## src/rtl/dpot_pkg.sv

```systemverilog
package dpot_pkg;

    localparam int CODE_W   = 7;
    localparam int TAPS     = 1 << CODE_W;
    localparam int MID_CODE = TAPS / 2;
    localparam int PIN_W    = 5;

    typedef logic [CODE_W-1:0] code_t;
    typedef logic [TAPS-1:0]   taps_t;

    typedef struct packed {
        logic sclk;
        logic sel_n;
        logic sdi;
        logic shdn_n;
        logic preset_n;
    } pins_t;

    localparam pins_t PINS_IDLE = '{sclk: 1'b0, sel_n: 1'b1, sdi: 1'b0,
                                    shdn_n: 1'b1, preset_n: 1'b1};

    typedef struct packed {
        logic  a_sw_en;
        logic  short_en;
        taps_t tap_en;
    } sw_ctl_t;

    function automatic taps_t tap_decode(input code_t c);
        taps_t t;
        t    = '0;
        t[c] = 1'b1;
        return t;
    endfunction

    function automatic sw_ctl_t switch_state(input code_t c, input logic shdn_n);
        sw_ctl_t s;
        if (shdn_n) begin
            s.a_sw_en  = 1'b1;
            s.short_en = 1'b0;
            s.tap_en   = tap_decode(c);
        end else begin
            s.a_sw_en  = 1'b0;
            s.short_en = 1'b1;
            s.tap_en   = '0;
        end
        return s;
    endfunction

endpackage

```

## src/rtl/dpot_sync.sv

```systemverilog
module dpot_sync #(
    parameter int WIDTH  = 5,
    parameter int STAGES = 2,
    parameter logic [WIDTH-1:0] RST_VAL = '0
) (
    input  logic             clk,
    input  logic             rst,
    input  logic [WIDTH-1:0] d,
    output logic [WIDTH-1:0] q
);
    logic [WIDTH-1:0] stage [STAGES];

    always_ff @(posedge clk) begin
        if (rst) begin
            for (int i = 0; i < STAGES; i++) stage[i] <= RST_VAL;
        end else begin
            stage[0] <= d;
            for (int i = 1; i < STAGES; i++) stage[i] <= stage[i-1];
        end
    end

    assign q = stage[STAGES-1];
endmodule

```

## src/rtl/dpot_serial.sv

```systemverilog
module dpot_serial
    import dpot_pkg::*;
(
    input  logic  clk,
    input  logic  rst,
    input  logic  sclk_s,
    input  logic  sel_n_s,
    input  logic  sdi_s,
    output logic  load,
    output code_t frame,
    output logic  sdo_pull_low
);
    logic  sclk_d;
    logic  sel_n_d;
    code_t shreg;
    logic  shift_en;

    assign shift_en = sclk_s && !sclk_d && !sel_n_s;
    assign load     = sel_n_s && !sel_n_d;

    always_ff @(posedge clk) begin
        if (rst) begin
            sclk_d  <= 1'b0;
            sel_n_d <= 1'b1;
            shreg   <= '0;
        end else begin
            sclk_d  <= sclk_s;
            sel_n_d <= sel_n_s;
            if (shift_en) shreg <= {shreg[CODE_W-2:0], sdi_s};
        end
    end

    assign frame        = shreg;
    assign sdo_pull_low = !sel_n_s && !shreg[CODE_W-1];
endmodule

```

## src/rtl/dpot_wiper.sv

```systemverilog
module dpot_wiper
    import dpot_pkg::*;
(
    input  logic  clk,
    input  logic  rst,
    input  logic  preset_n_s,
    input  logic  load,
    input  code_t frame,
    output code_t code_q
);
    always_ff @(posedge clk) begin
        if (rst)              code_q <= code_t'(MID_CODE);
        else if (!preset_n_s) code_q <= code_t'(MID_CODE);
        else if (load)        code_q <= frame;
    end
endmodule

```

## src/rtl/dpot_switch.sv

```systemverilog
module dpot_switch
    import dpot_pkg::*;
(
    input  logic    clk,
    input  logic    rst,
    input  code_t   code,
    input  logic    shdn_n_s,
    output sw_ctl_t ctl
);
    always_ff @(posedge clk) begin
        if (rst) ctl <= switch_state(code_t'(MID_CODE), 1'b1);
        else     ctl <= switch_state(code, shdn_n_s);
    end
endmodule

```

## src/rtl/dpot_ctrl.sv

```systemverilog
module dpot_ctrl
    import dpot_pkg::*;
(
    input  logic            clk,
    input  logic            rst,
    input  logic            sel_n,
    input  logic            sclk,
    input  logic            sdi,
    input  logic            preset_n,
    input  logic            shdn_n,
    output logic            sdo_pull_low,
    output logic [TAPS-1:0] tap_en,
    output logic            a_sw_en,
    output logic            short_en
);
    pins_t   pins_raw;
    pins_t   pins_s;
    logic    load;
    code_t   frame;
    code_t   code_q;
    sw_ctl_t ctl;

    assign pins_raw = '{sclk: sclk, sel_n: sel_n, sdi: sdi,
                        shdn_n: shdn_n, preset_n: preset_n};

    dpot_sync #(.WIDTH(PIN_W), .STAGES(2), .RST_VAL(PINS_IDLE)) u_sync (
        .clk (clk),
        .rst (rst),
        .d   (pins_raw),
        .q   (pins_s)
    );

    dpot_serial u_serial (
        .clk          (clk),
        .rst          (rst),
        .sclk_s       (pins_s.sclk),
        .sel_n_s      (pins_s.sel_n),
        .sdi_s        (pins_s.sdi),
        .load         (load),
        .frame        (frame),
        .sdo_pull_low (sdo_pull_low)
    );

    dpot_wiper u_wiper (
        .clk        (clk),
        .rst        (rst),
        .preset_n_s (pins_s.preset_n),
        .load       (load),
        .frame      (frame),
        .code_q     (code_q)
    );

    dpot_switch u_switch (
        .clk      (clk),
        .rst      (rst),
        .code     (code_q),
        .shdn_n_s (pins_s.shdn_n),
        .ctl      (ctl)
    );

    assign tap_en   = ctl.tap_en;
    assign a_sw_en  = ctl.a_sw_en;
    assign short_en = ctl.short_en;
endmodule

```

## config.mk

```make
export PLATFORM = sky130hd
export DESIGN_NAME = dpot_ctrl
export DESIGN_NICKNAME = d
export VERILOG_FILES = /design/src/rtl/dpot_pkg.sv /design/src/rtl/dpot_sync.sv /design/src/rtl/dpot_serial.sv /design/src/rtl/dpot_wiper.sv /design/src/rtl/dpot_switch.sv /design/src/rtl/dpot_ctrl.sv
export SDC_FILE = /design/constraint.sdc
export NUM_CORES = 1
export LEC_CHECK = 0
export ABC_CLOCK_PERIOD_IN_PS = 3200
export BUFFER_PORTS_ARGS = -buffer_cell sky130_fd_sc_hd__buf_2
export CAP_MARGIN = 10
export CORE_ASPECT_RATIO = 1.75
export CORE_MARGIN = 2
export CORE_UTILIZATION = 55
export CTS_BUF_LIST = sky130_fd_sc_hd__clkbuf_8
export DETAILED_ROUTE_END_ITERATION = 12
export MAX_ROUTING_LAYER = met4
export PLACE_DENSITY_LB_ADDON = 0.25
export SLEW_MARGIN = 20
export SYNTH_ARGS = -nofsm -noshare
export SYNTH_HDL_FRONTEND = slang
export SYNTH_SLANG_ARGS = --single-unit
```

## constraint.sdc

```tcl
create_clock -name clk -period 3.2 [get_ports clk]
set_clock_uncertainty 0.1 [all_clocks]
set_input_delay 0.48 -clock clk [delete_from_list [all_inputs] [get_ports clk]]
set_output_delay 0.48 -clock clk [all_outputs]
set_load 0.005 [all_outputs]
```

* Word level (Yosys, flattened, before mapping) *
Memories as Yosys holds them, arrays and structs flattened.
Cells that the tools add are included.

word-level totals
  register bits = 146
  memory bits (writable) = 10
  input bits = 7
  output and inout bits = 131
  word-level logic and storage cells = 34
  memories kept = 1

memory list
  name          words  width  rd ports  clocked after memory_dff  wr ports  RTL line         source
  u_sync.stage  2      5      2         0                         2         dpot_sync.sv:11  logic [WIDTH-1:0] stage [STAGES];

operators by class
  order comparisons = 2
  mux-type cells = 8
  bitwise gates (word level) = 4
  reduce and logical (&&, ||, !) cells = 11

operators by type and width
  kind                                                  number
  two-way mux 130 bit                                   1
  two-way mux 5 bit                                     2
  < comparator 7 x 8 -> 1 bit (second input constant)   1
  demux 1 bit (select 7 bit)                            1
  >= comparator 7 x 1 -> 1 bit (second input constant)  1
  logical AND 1 bit                                     5
  zero test 1 bit                                       4
  two-way mux 1 bit                                     4
  OR reduction 2 bit                                    2
  inverter 1 bit                                        2
  bitwise OR 1 bit                                      2

* Longest topological paths before layout *
Gate-level depths: netlist of the first run.

  depth in word-level cells = 5
  mapped depth = 4
  mapped depth without buffers = 3

* Modules after synthesis *
From an unflattened synthesis of the first run, not the netlist that was laid out.

unflattened totals
  cells, all modules = 403
  area total of the unflattened synthesis = 4,649.5 um2

by module, submodules not included
  module       times used  cells an instance  area an instance (um2)  seq. area each (um2)
  dpot_switch  1           325                3,731.1                 2,602.5
  dpot_serial  1           30                 352.8                   180.2
  dpot_sync    1           25                 300.3                   200.2
  dpot_wiper   1           23                 265.3                   140.1

* Worst setup path after synthesis of the first run *
Ideal clock, no wire load.

  path type = in2reg
  from = input port rst
  to = register, netlist name u_switch.ctl[25]
  library setup time = 69 ps
  data arrival time = 1,131 ps
  data required time = 3,031 ps
  setup slack = 1,900 ps
  stages on the path = 4
  path buffers = 1
  cells stage by stage = nor3b_2 -> nand2_1 -> buf_4 -> nor2_1

on the way
  word-level cells in the longest chain between the ends = 1

RTL lines
  element                       RTL line        source
  start, declared               dpot_ctrl.sv:5  input logic rst,
  OR reduction 2 bit (no line)  -

Every way passes these cells.
A chain may end at the register's enable or synchronous reset.

* Final worst setup path of the first run *
  from = register u_wiper.code_q[1]
  to = register, netlist name u_switch.ctl[10]

on the way
  word-level cells in the longest chain between the ends = 4
  elaborated cells between the ends (all ways) = 5
  classes of those cells = 2 x order compare; 2 x mux; 1 x reduce/logical

RTL lines
  element                                                                                                   RTL line          source
  start, declared                                                                                           dpot_wiper.sv:9   output code_t code_q
  start signal, assigned                                                                                    dpot_wiper.sv:12  if (rst) code_q <= code_t'(MID_CODE);
  start signal, assigned                                                                                    dpot_wiper.sv:13  else if (!preset_n_s) code_q <= code_t'(MID_CODE);
  start signal, assigned                                                                                    dpot_wiper.sv:14  else if (load) code_q <= frame;
  < comparator 7 x 8 -> 1 bit (implied by the code) / >= comparator 7 x 1 -> 1 bit (equally long branches)  dpot_pkg.sv:31    t[c] = 1'b1;
  logical AND 1 bit (implied by the code)                                                                   dpot_pkg.sv:31
  two-way mux 1 bit (implied by the code)                                                                   dpot_pkg.sv:31
  demux 1 bit (select 7 bit) *                                                                              -

Every way passes the cells marked *; elsewhere a longest branch is shown, timed or not.

==> run metrics, run 1 <==
status completed; post-synthesis cell area 0.00421 mm2; Seq pwr share 0.572; final wirelength 9260 um; Synth area leaders dfxtp_1 74%, nor2_1 12%, nand2_1 2.7%; Min-Delay Path Class in2reg; Worst-Skew Late Latency 430 ps; largest net degree at the start of global routing 26; fin crit period 1610 ps; switching fraction of total power 0.194; fmax 622 MHz; Yosys cell types 23; Total Routing Usage GR 0.233; layout cell share with drive strength beyond 1 0.319; top-area cell type share of the netlist area 0.742; Root Driver clkbuf_8; Slowest cell on crit path dfxtp_1; Final Util 0.710; TritonCTS buffer count 17; area leader, netlist dfxtp_1; post-synthesis sequential area ratio 0.742; n_diodes 0; Leak around 2.5 nW; Clock Tree Buf Depth 2; # port buffers 137; WHS 131 ps; synth warn 0; Overall Power 3.41 mW; Slew HR 0.594; grt ovf 0; delay-heaviest family, CP simple AND/OR/NAND/NOR gates; Power Density ~640 mW/mm2; First DRT Iteration DRCs 147; Layout Nets 543; Routability Congestion 0.782; initial antenna violation count 0; Die Width 70.1 um; Reg clk slew, reported paths 70 ps; Die ar. 0.00840 mm2; Max-Cap Viols 0; Final Hold Viols 0; Detail Placement HPWL 6590 um; core area approximately 0.0075 mm2; area growth from synthesis to layout 26.8%; Post-synth top cells 156 x dfxtp_1, 134 x nor2_1, 30 x nand2_1; Worst Path Buf+Inv 0; TritonCTS clock tree built; Via density just under 5; CTS Hold Bufs 0; CP max stage delay 590 ps; Startpoint Class flop; I/O Pins 138; vias in the first global route roughly 2800; DP Area 0.00494 mm2; number of synthesized flops with an enable pin 0; routed via count 3057; Post-Synthesis Cells around 400; FP Rows 42; WP data required 3450 ps; combinational power share 0.009; Cell Chain, Critical Path nor2b_1, nand2_1, nor2_1; final period utilization 0.503; critical-path maximum fanout 14; 1st-pass router iterations 4; Post-Layout Inst Area approximately 0.0053 mm2; CTS resizes 0; Syn Nets 399; setup TNS 0 ps; Slew Limit Fails 0; post-synthesis async set-or-reset flop share 0; ys flop type dfxtp_1; crit end category flop; # DRC 0; Starting Density 0.560; Clock Sinks 156; switching power 663 uW; Syn Area/Cell 10.7 um2; RSZ-0062 raised after global routing no; Peak VDD IR between 0.4 and 0.5 mV; Die Ht 120 um; first-pass GRT wire length 14200 um; routed length per instance 14.6 um; critical setup path kind reg2reg; CP arrival 1860 ps; clock network power share 0.419; Antenna Violating Nets Remaining 0; P_int between 2 and 3 mW; worst slew pin tran 607 ps; register bit total from synthesis 156; final setup violation count 0; postcts setup bufs 0; H-tree Lvls 4; most frequent cell after synthesis dfxtp_1
final timing paths:
check                      from                 end  slack, ps  cells after the start
max reg2reg   u_wiper.code_q[1]    u_switch.ctl[10]       1590                      3
max           u_wiper.code_q[1]    u_switch.ctl[10]       1590                      3
min reg2reg  u_sync.stage[0][3]  u_sync.stage[0][8]        320                      1
min                       sel_n  u_sync.stage[0][3]        130                      2
registers in the layout, indices dropped and copies added (netlist names):
signal            flops
u_switch.ctl        130
u_serial.sel_n_d      1
u_serial.frame        7
u_serial.sclk_d       1
u_wiper.code_q        7
u_sync.stage         10
power groups by stage:
stage	sequential, mW	clock, mW	combinational [mW]
after floorplan	2.00	0	0.0202
after global placement	2.00	0	0.0307
after detailed placement	2.00	0	0.0312
after CTS	1.95	1.45	0.0314
after global routing	1.95	1.53	0.0345
final	1.95	1.43	0.0309
worst reg2reg max path, cell delays in order (launching register included):
cell     delay [ps]
dfxtp_1         590
nor2b_1         230
nand2_1         380
nor2_1          240
stage by stage:
stage                     setup slack [ps]  cells
after floorplan                       1900    392
after global placement                1310    605
after detailed placement              1280    605
after CTS                             1590    636
after global routing                  1470    636
final                                 1590    636
metal layers:
metal | track usage | routed length, um | vias to the layer above
met5 | - | 0 | -
met4 | 0.0889 | 150 | 0
li1 | - | - | 1503
met3 | 0.0739 | 472 | 12
met2 | 0.411 | 5230 | 104
met1 | 0.238 | 3410 | 1438
cell families (layout without fill, tap and decap cells):
kind of cell,after synthesis,count (layout),synth area share
compound gates,7,7,0.00892
buf+inv,14,170,0.0175
flops,156,156,0.742
simple gates,208,208,0.215
mux,7,7,0.0166
final cells by class:
| cell class | count | area [um2] |
|---|---|---|
| multi-input combinational | 222 | 1010 |
| clock buffer | 19 | 262 |
| timing repair buffer | 138 | 693 |
| sequential | 156 | 3120 |
| fill | 564 | 2180 |
| tap | 88 | 110 |
| clock inverter | 12 | 133 |
| inverter | 1 | 3.75 |
layout by cell type, fill, tap and decap left out, drive strengths merged:
master / n
a21oi: 6
and2b: 2
and3b: 1
and4b: 1
buf: 138
bufinv: 3
clkbuf: 19
clkinv: 4
dfxtp: 156
inv: 6
mux2i: 7
nand2: 30
nand2b: 4
nand3: 8
nand3b: 3
nand4: 1
nor2: 134
nor2b: 10
nor3: 4
nor3b: 2
o21bai: 1
or2: 8
Power figures use the tool's default switching activity.
==> run 2, diff against run 1 <==
--- a/config.mk
+++ b/config.mk
@@ -5,12 +5,12 @@
 export SDC_FILE = /design/constraint.sdc
 export NUM_CORES = 1
 export LEC_CHECK = 0
-export ABC_CLOCK_PERIOD_IN_PS = 3200
+export ABC_CLOCK_PERIOD_IN_PS = 1370
 export BUFFER_PORTS_ARGS = -buffer_cell sky130_fd_sc_hd__buf_2
 export CAP_MARGIN = 10
 export CORE_ASPECT_RATIO = 1.75
 export CORE_MARGIN = 2
-export CORE_UTILIZATION = 55
+export CORE_UTILIZATION = 46
 export CTS_BUF_LIST = sky130_fd_sc_hd__clkbuf_8
 export DETAILED_ROUTE_END_ITERATION = 12
 export MAX_ROUTING_LAYER = met4
==> constraint.sdc (replaced) <==
create_clock -name clk -period 1.37 [get_ports clk]
set_clock_uncertainty 0.1 [all_clocks]
set_input_delay 0.2055 -clock clk [delete_from_list [all_inputs] [get_ports clk]]
set_output_delay 0.2055 -clock clk [all_outputs]
set_load 0.005 [all_outputs]
==> run 2 against run 1 <==
  * First-iteration DRC count increased by 18%
  * Worst hold slack got worse by 8.7 ps
  * Register-to-register slack got worse by 1500 ps
  * Core utilization decreased by 7.2 points
  * Sequential share of layout area decreased by 4.0 points
  * Setup slack got worse by 1500 ps
  * Clock power increased to 2.7 times the previous value
  * Die area increased by 19%
  * Global-route usage decreased by 3.1 points
  * Final area increased by 7.4%
  * Largest cell class unchanged
  * Largest power group unchanged
==> run metrics, run 2 (same netlist as run 1, synthesis figures left out) <==
status completed; commonest cells after routing, fill and taps aside 153 x dfxtp_1, 137 x buf_2, 133 x nor2_1, 28 x nand2_1, 21 x buf_4; grt ovf 0 (unchanged); Biggest register u_switch.ctl; Cell Chain, Critical Path nor2_2, buf_2; Worst-Skew Late Latency 430 ps (about the same); max FFs per register 130 (unchanged); WP data required 1060 ps (-2390 ps); layout cell share with drive strength beyond 1 0.366 (+0.0463); Clock Tree Buf Depth 2 (unchanged); placed cells 658 (+8.8%); final setup violation count 0 (unchanged); Routability Congestion 0.818 (+4.6%); crit end category primary output; # DRC 0 (unchanged); Final Hold Viols 0 (unchanged); vias in the first global route 2974 (+6.3%); fin crit period 1290 ps; Power Density 1490 mW/mm2 (+130%); critical-path maximum fanout 5 (-9); routed length per instance 13.5 um (-7.1%); n_diodes 0 (unchanged); Slew Limit Fails 0 (unchanged); Via density 4.42 (-7.9%); final wirelength 9420 um (+1.8%); Clock Sinks 156 (unchanged); FP Rows 46 (+9.5%); largest net degree at the start of global routing 17 (-35%); most common cell after layout, fill and taps aside dfxtp_1; Reg clk slew, reported paths 70 ps (about the same); Largest regs u_switch.ctl (130), u_sync.stage (10); Die Ht 131 um (+9.0%); Layout Nets 571 (+5.2%); initial antenna violation count 0 (unchanged); Total Routing Usage GR 0.202 (-0.0312); I/O Pins 138 (unchanged); First DRT Iteration DRCs 173 (+18%); postcts setup bufs 0 (unchanged); final period utilization 0.943; Min-Delay Path Class in2reg; fmax roughly 770 MHz; delay-heaviest family, CP flip-flops; 1st-pass router iterations 4 (unchanged); worst slew pin tran 325 ps (-282 ps); # fillers 757 (+34%); Leak 2.63 nW (+5.9%); Finished Layout Cells 697 (+9.6%); Max-Cap Viols 0 (unchanged); core area 0.00898 mm2 (+19%); Antenna Violating Nets Remaining 0 (unchanged); CP arrival 990 ps (-870 ps); Peak VDD IR 0.944 mV (+130%); # port buffers 137 (unchanged); Die Width 76.3 um (+8.8%); first-pass GRT wire length 14600 um (+3.0%); Slowest cell on crit path dfxtp_2; TritonCTS clock tree built; CP max stage delay 350 ps (-240 ps); setup TNS 0 ps (unchanged); critical setup path kind reg2out; Worst Path Buf+Inv 1 (+1); routed via count 3084 (+0.88%); Root Driver clkbuf_8; Startpoint Class flop; Starting Density 0.469 (-0.0913); H-tree Lvls 4 (unchanged); Slew HR 0.783 (+0.188); Detail Placement HPWL 6870 um (+4.2%); TritonCTS buffer count 17 (unchanged); Die ar. 0.00996 mm2 (+19%); area growth from synthesis to layout 36.2%
[run 2: cell count changes in the layout (fill, tap and decap cells not counted), sizes merged]
cell | previous run | this run
inv | 6 | 4
clkinvlp | 0 | 3
dlygate4sd3 | 0 | 7
bufinv | 3 | 5
clkinv | 4 | 2
buf | 138 | 159
[run 2: per-layer routing]
layer	track usage	routed length, um
met5	-	0
met3	0.0611	436
met4	0.0941	175
met1	0.193	3500
met2	0.371	5310
[run 2: cell type report]
class / instances / area (um2) / area share
Inverter: 1 / 3.75 / 0.000655
Sequential cell: 156 / 3130 / 0.545
Clock inverter: 13 / 211 / 0.0369
Tap cell: 120 / 150 / 0.0262
Timing Repair Buffer: 166 / 933 / 0.163
Multi-Input combinational cell: 222 / 1050 / 0.183
Clock buffer: 19 / 262 / 0.0456
[run 2: path summary, 6_finish.rpt]
check	startpoint	to	slack [ps]	cells past startpoint
setup / recovery	u_sync.stage[0][8]	sdo_pull_low	80	2
hold / removal	rst	u_sync.stage[0][4]	120	3
setup reg to reg	u_wiper.code_q[4]	u_switch.ctl[78]	120	3
hold reg to reg	u_sync.stage[0][0]	u_sync.stage[0][5]	310	1
[run 2: timing repair]
item / 4_1_cts / 5_1_grt
setup endpoints to repair: 0 / 54
resized for setup: 0 / 11
endpoints found under the hold margin: 10 / 0
hold buffers: 7 / 0
[run 2: metrics by stage]
stage	instance area, um2	util	hold WS, ps	worst slack [ps]	total power, mW
detailed placement	5150	0.574	290	26.2	4.75
global placement	5150	0.574	288	94.2	4.75
finish	5730	0.639	123	78.7	8.56
global route	5730	0.639	128	-25.9	8.86
CTS	5700	0.634	77.5	21.6	8.64
floorplan	4210	-	209	183	4.71
[run 2: tightest hold or removal path: cells and delay by family]
kind	cells	cell delay, ps
simple gates	1	50
buf+inv	2	350
[run 2: report_power, final]
group	switching (mW)	internal (mW)	leakage, nW
Sequential	0.00866	4.55	1.26
Combinational	0.0510	0.0541	1.14
Clock	1.61	2.28	0.231
Total	1.67	6.89	2.63
==> run 3, diff against run 2 <==
--- a/config.mk
+++ b/config.mk
@@ -8,7 +8,7 @@
 export ABC_CLOCK_PERIOD_IN_PS = 1370
 export BUFFER_PORTS_ARGS = -buffer_cell sky130_fd_sc_hd__buf_2
 export CAP_MARGIN = 10
-export CORE_ASPECT_RATIO = 1.75
+export CORE_ASPECT_RATIO = 1.1
 export CORE_MARGIN = 2
 export CORE_UTILIZATION = 46
 export CTS_BUF_LIST = sky130_fd_sc_hd__clkbuf_8
==> run 3 against run 2 <==
  * Non-clock buffer count did not move
  * Critical path depth unchanged
  * Maximum frequency up 0.51%
  * Die area down 0.29%
  * First-iteration DRC count fell by 26%
  * Final area down 0.31%
  * Power fell by 2.6%
  * Routed wire length is 1.9% higher
  * Critical path type unchanged
  * Cell count shrank 0.86%
==> run metrics, run 3 (same netlist as run 1, synthesis figures left out) <==
status completed; layout cell share with drive strength beyond 1 0.366 (unchanged); WP data required 1060 ps (about the same); Leak 2.63 nW (+0.14%); Cell Chain, Critical Path nor2_1, buf_2; Clock Sinks 156 (unchanged); Worst Path Buf+Inv 1 (unchanged); routed via count 3134 (+1.6%); WHS 157 ps (+33.9 ps); combinational power share 0.012 (about the same); commonest cells after routing, fill and taps aside 151 x dfxtp_1, 137 x buf_2, 134 x nor2_1, 28 x nand2_1, 20 x buf_4; vias in the first global route 2888 (-2.9%); Detail Placement HPWL 6840 um (-0.40%); most common cell after layout, fill and taps aside dfxtp_1; final wirelength 9600 um (+1.9%); 1st-pass router iterations 4 (unchanged); Layout Nets 571 (unchanged); TritonCTS buffer count 17 (unchanged); worst slew pin tran 334 ps (+8.97 ps); Largest regs u_switch.ctl (130), u_sync.stage (10); Root Driver clkbuf_8; crit end category primary output; # port buffers 137 (unchanged); Via density 4.54 (+2.5%); Finished Layout Cells 691 (-0.86%); Starting Density 0.474 (+0.00555); Die Width 95.2 um (+25%); I/O Pins 138 (unchanged); fmax 778 MHz (+0.51%); Clock Tree Buf Depth 2 (unchanged); CP arrival 980 ps (about the same); Biggest register u_switch.ctl; routed length per instance 13.9 um (+2.8%); Slew HR 0.777 (-0.00591); switching fraction of total power 0.192 (-0.00313); FP Rows 36 (-22%); WHS Path Cells 3 (unchanged); core area 0.00887 mm2 (-1.2%); Slowest cell on crit path dfxtp_2; # DRC 0 (unchanged); placed cells 653 (-0.76%); Min-Delay Path Class in2reg; Die ar. 0.00994 mm2 (-0.29%); Antenna Violating Nets Remaining 0 (unchanged); TritonCTS clock tree built; grt ovf 0 (unchanged); H-tree Lvls 4 (unchanged); Overall Power 8.34 mW (-2.6%); Seq pwr share 0.547 (+0.014); Die Ht 104 um (-20%); Startpoint Class flop; postcts setup bufs 0 (unchanged); Max-Cap Viols 0 (unchanged); Worst-Skew Late Latency 430 ps (about the same); First DRT Iteration DRCs 128 (-26%); critical-path maximum fanout 3 (-2); Slew Limit Fails 0 (unchanged); Total Routing Usage GR 0.207 (+0.00497); final setup violation count 0 (unchanged); RSZ-0062 raised after global routing yes; largest net degree at the start of global routing 21 (+4); final period utilization 0.938 (-0.00480); first-pass GRT wire length 14900 um (+1.7%); Peak VDD IR 0.691 mV (-27%); max FFs per register 130 (unchanged); area growth from synthesis to layout 35.8%; Power Density 1460 mW/mm2 (-2.3%); Final Hold Viols 0 (unchanged); critical setup path kind reg2out; # fillers 723 (-4.5%); clock network power share 0.442 (-0.013); fin crit period 1280 ps (-6.57 ps); R2R depth 3 (unchanged); Routability Congestion 0.861 (+5.3%); switching power 1.60 mW (-4.2%); P_int 6.74 mW (-2.2%); n_diodes 0 (unchanged); CP max stage delay 330 ps (-20 ps); initial antenna violation count 0 (unchanged); delay-heaviest family, CP flip-flops; Reg clk slew, reported paths 80 ps (about the same); number of cells on the critical path 2 (unchanged)
-- run 3: path summary, 6_finish.rpt --
check                startpoint                 end  slack (ps)
min                         rst   u_serial.frame[6]         160
max           u_serial.frame[6]        sdo_pull_low          90
max reg2reg   u_wiper.code_q[5]    u_switch.ctl[24]         110
min reg2reg  u_sync.stage[0][0]  u_sync.stage[0][5]         310
-- run 3: per-stage QoR --
stage | utilization | setup TNS (ps) | setup slack, ps | instance area [um2]
CTS | 0.640 | 0 | 23.4 | 5680
detailed placement | 0.584 | 0 | 60.9 | 5180
finish | 0.644 | 0 | 85.3 | 5720
global placement | 0.584 | 0 | 66.1 | 5180
floorplan | - | 0 | 183 | 4210
global route | 0.644 | -50.9 | -15.2 | 5720
-- run 3: routing by layer --
metal / vias up / GRT usage / wire length, um
li1: 1556 / - / -
met1: 1451 / 0.239 / 3900
met2: 114 / 0.337 / 4920
met3: 13 / 0.0638 / 638
met4: 0 / 0.0735 / 146
met5: - / - / 0
-- run 3: tightest hold or removal path, stage by stage --
cell and delay (ps):
buf_2 140, buf_4 200, nor2_1 100
-- run 3: what timing repair did --
| action | 4_1_cts | 5_1_grt |
|---|---|---|
| hold buffers | 6 | 0 |
| endpoints found under the hold margin | 6 | 0 |
| gates resized for setup | 0 | 13 |
| endpoints found under the setup margin | 0 | 79 |
-- run 3: area by class of cell --
| cell class | count | area [um2] | share of cell area |
|---|---|---|---|
| flip-flops and latches | 156 | 3130 | 0.547 |
| multi-input cells | 222 | 1040 | 0.183 |
| repair buffers | 166 | 956 | 0.167 |
| clock buffers | 17 | 234 | 0.0409 |
| clock inverters | 15 | 206 | 0.0361 |
| well taps | 114 | 143 | 0.0250 |
| inverters | 1 | 3.75 | 0.000657 |
-- run 3: power by group through the flow --
stage	Sequential, mW	Combinational, mW	Clock, mW
3_3_place_gp	4.66	0.0803	0
3_5_place_dp	4.66	0.0813	0
6_report	4.56	0.0966	3.68
2_1_floorplan	4.66	0.0471	0
5_1_grt	4.56	0.106	3.97
4_1_cts	4.56	0.0946	3.74
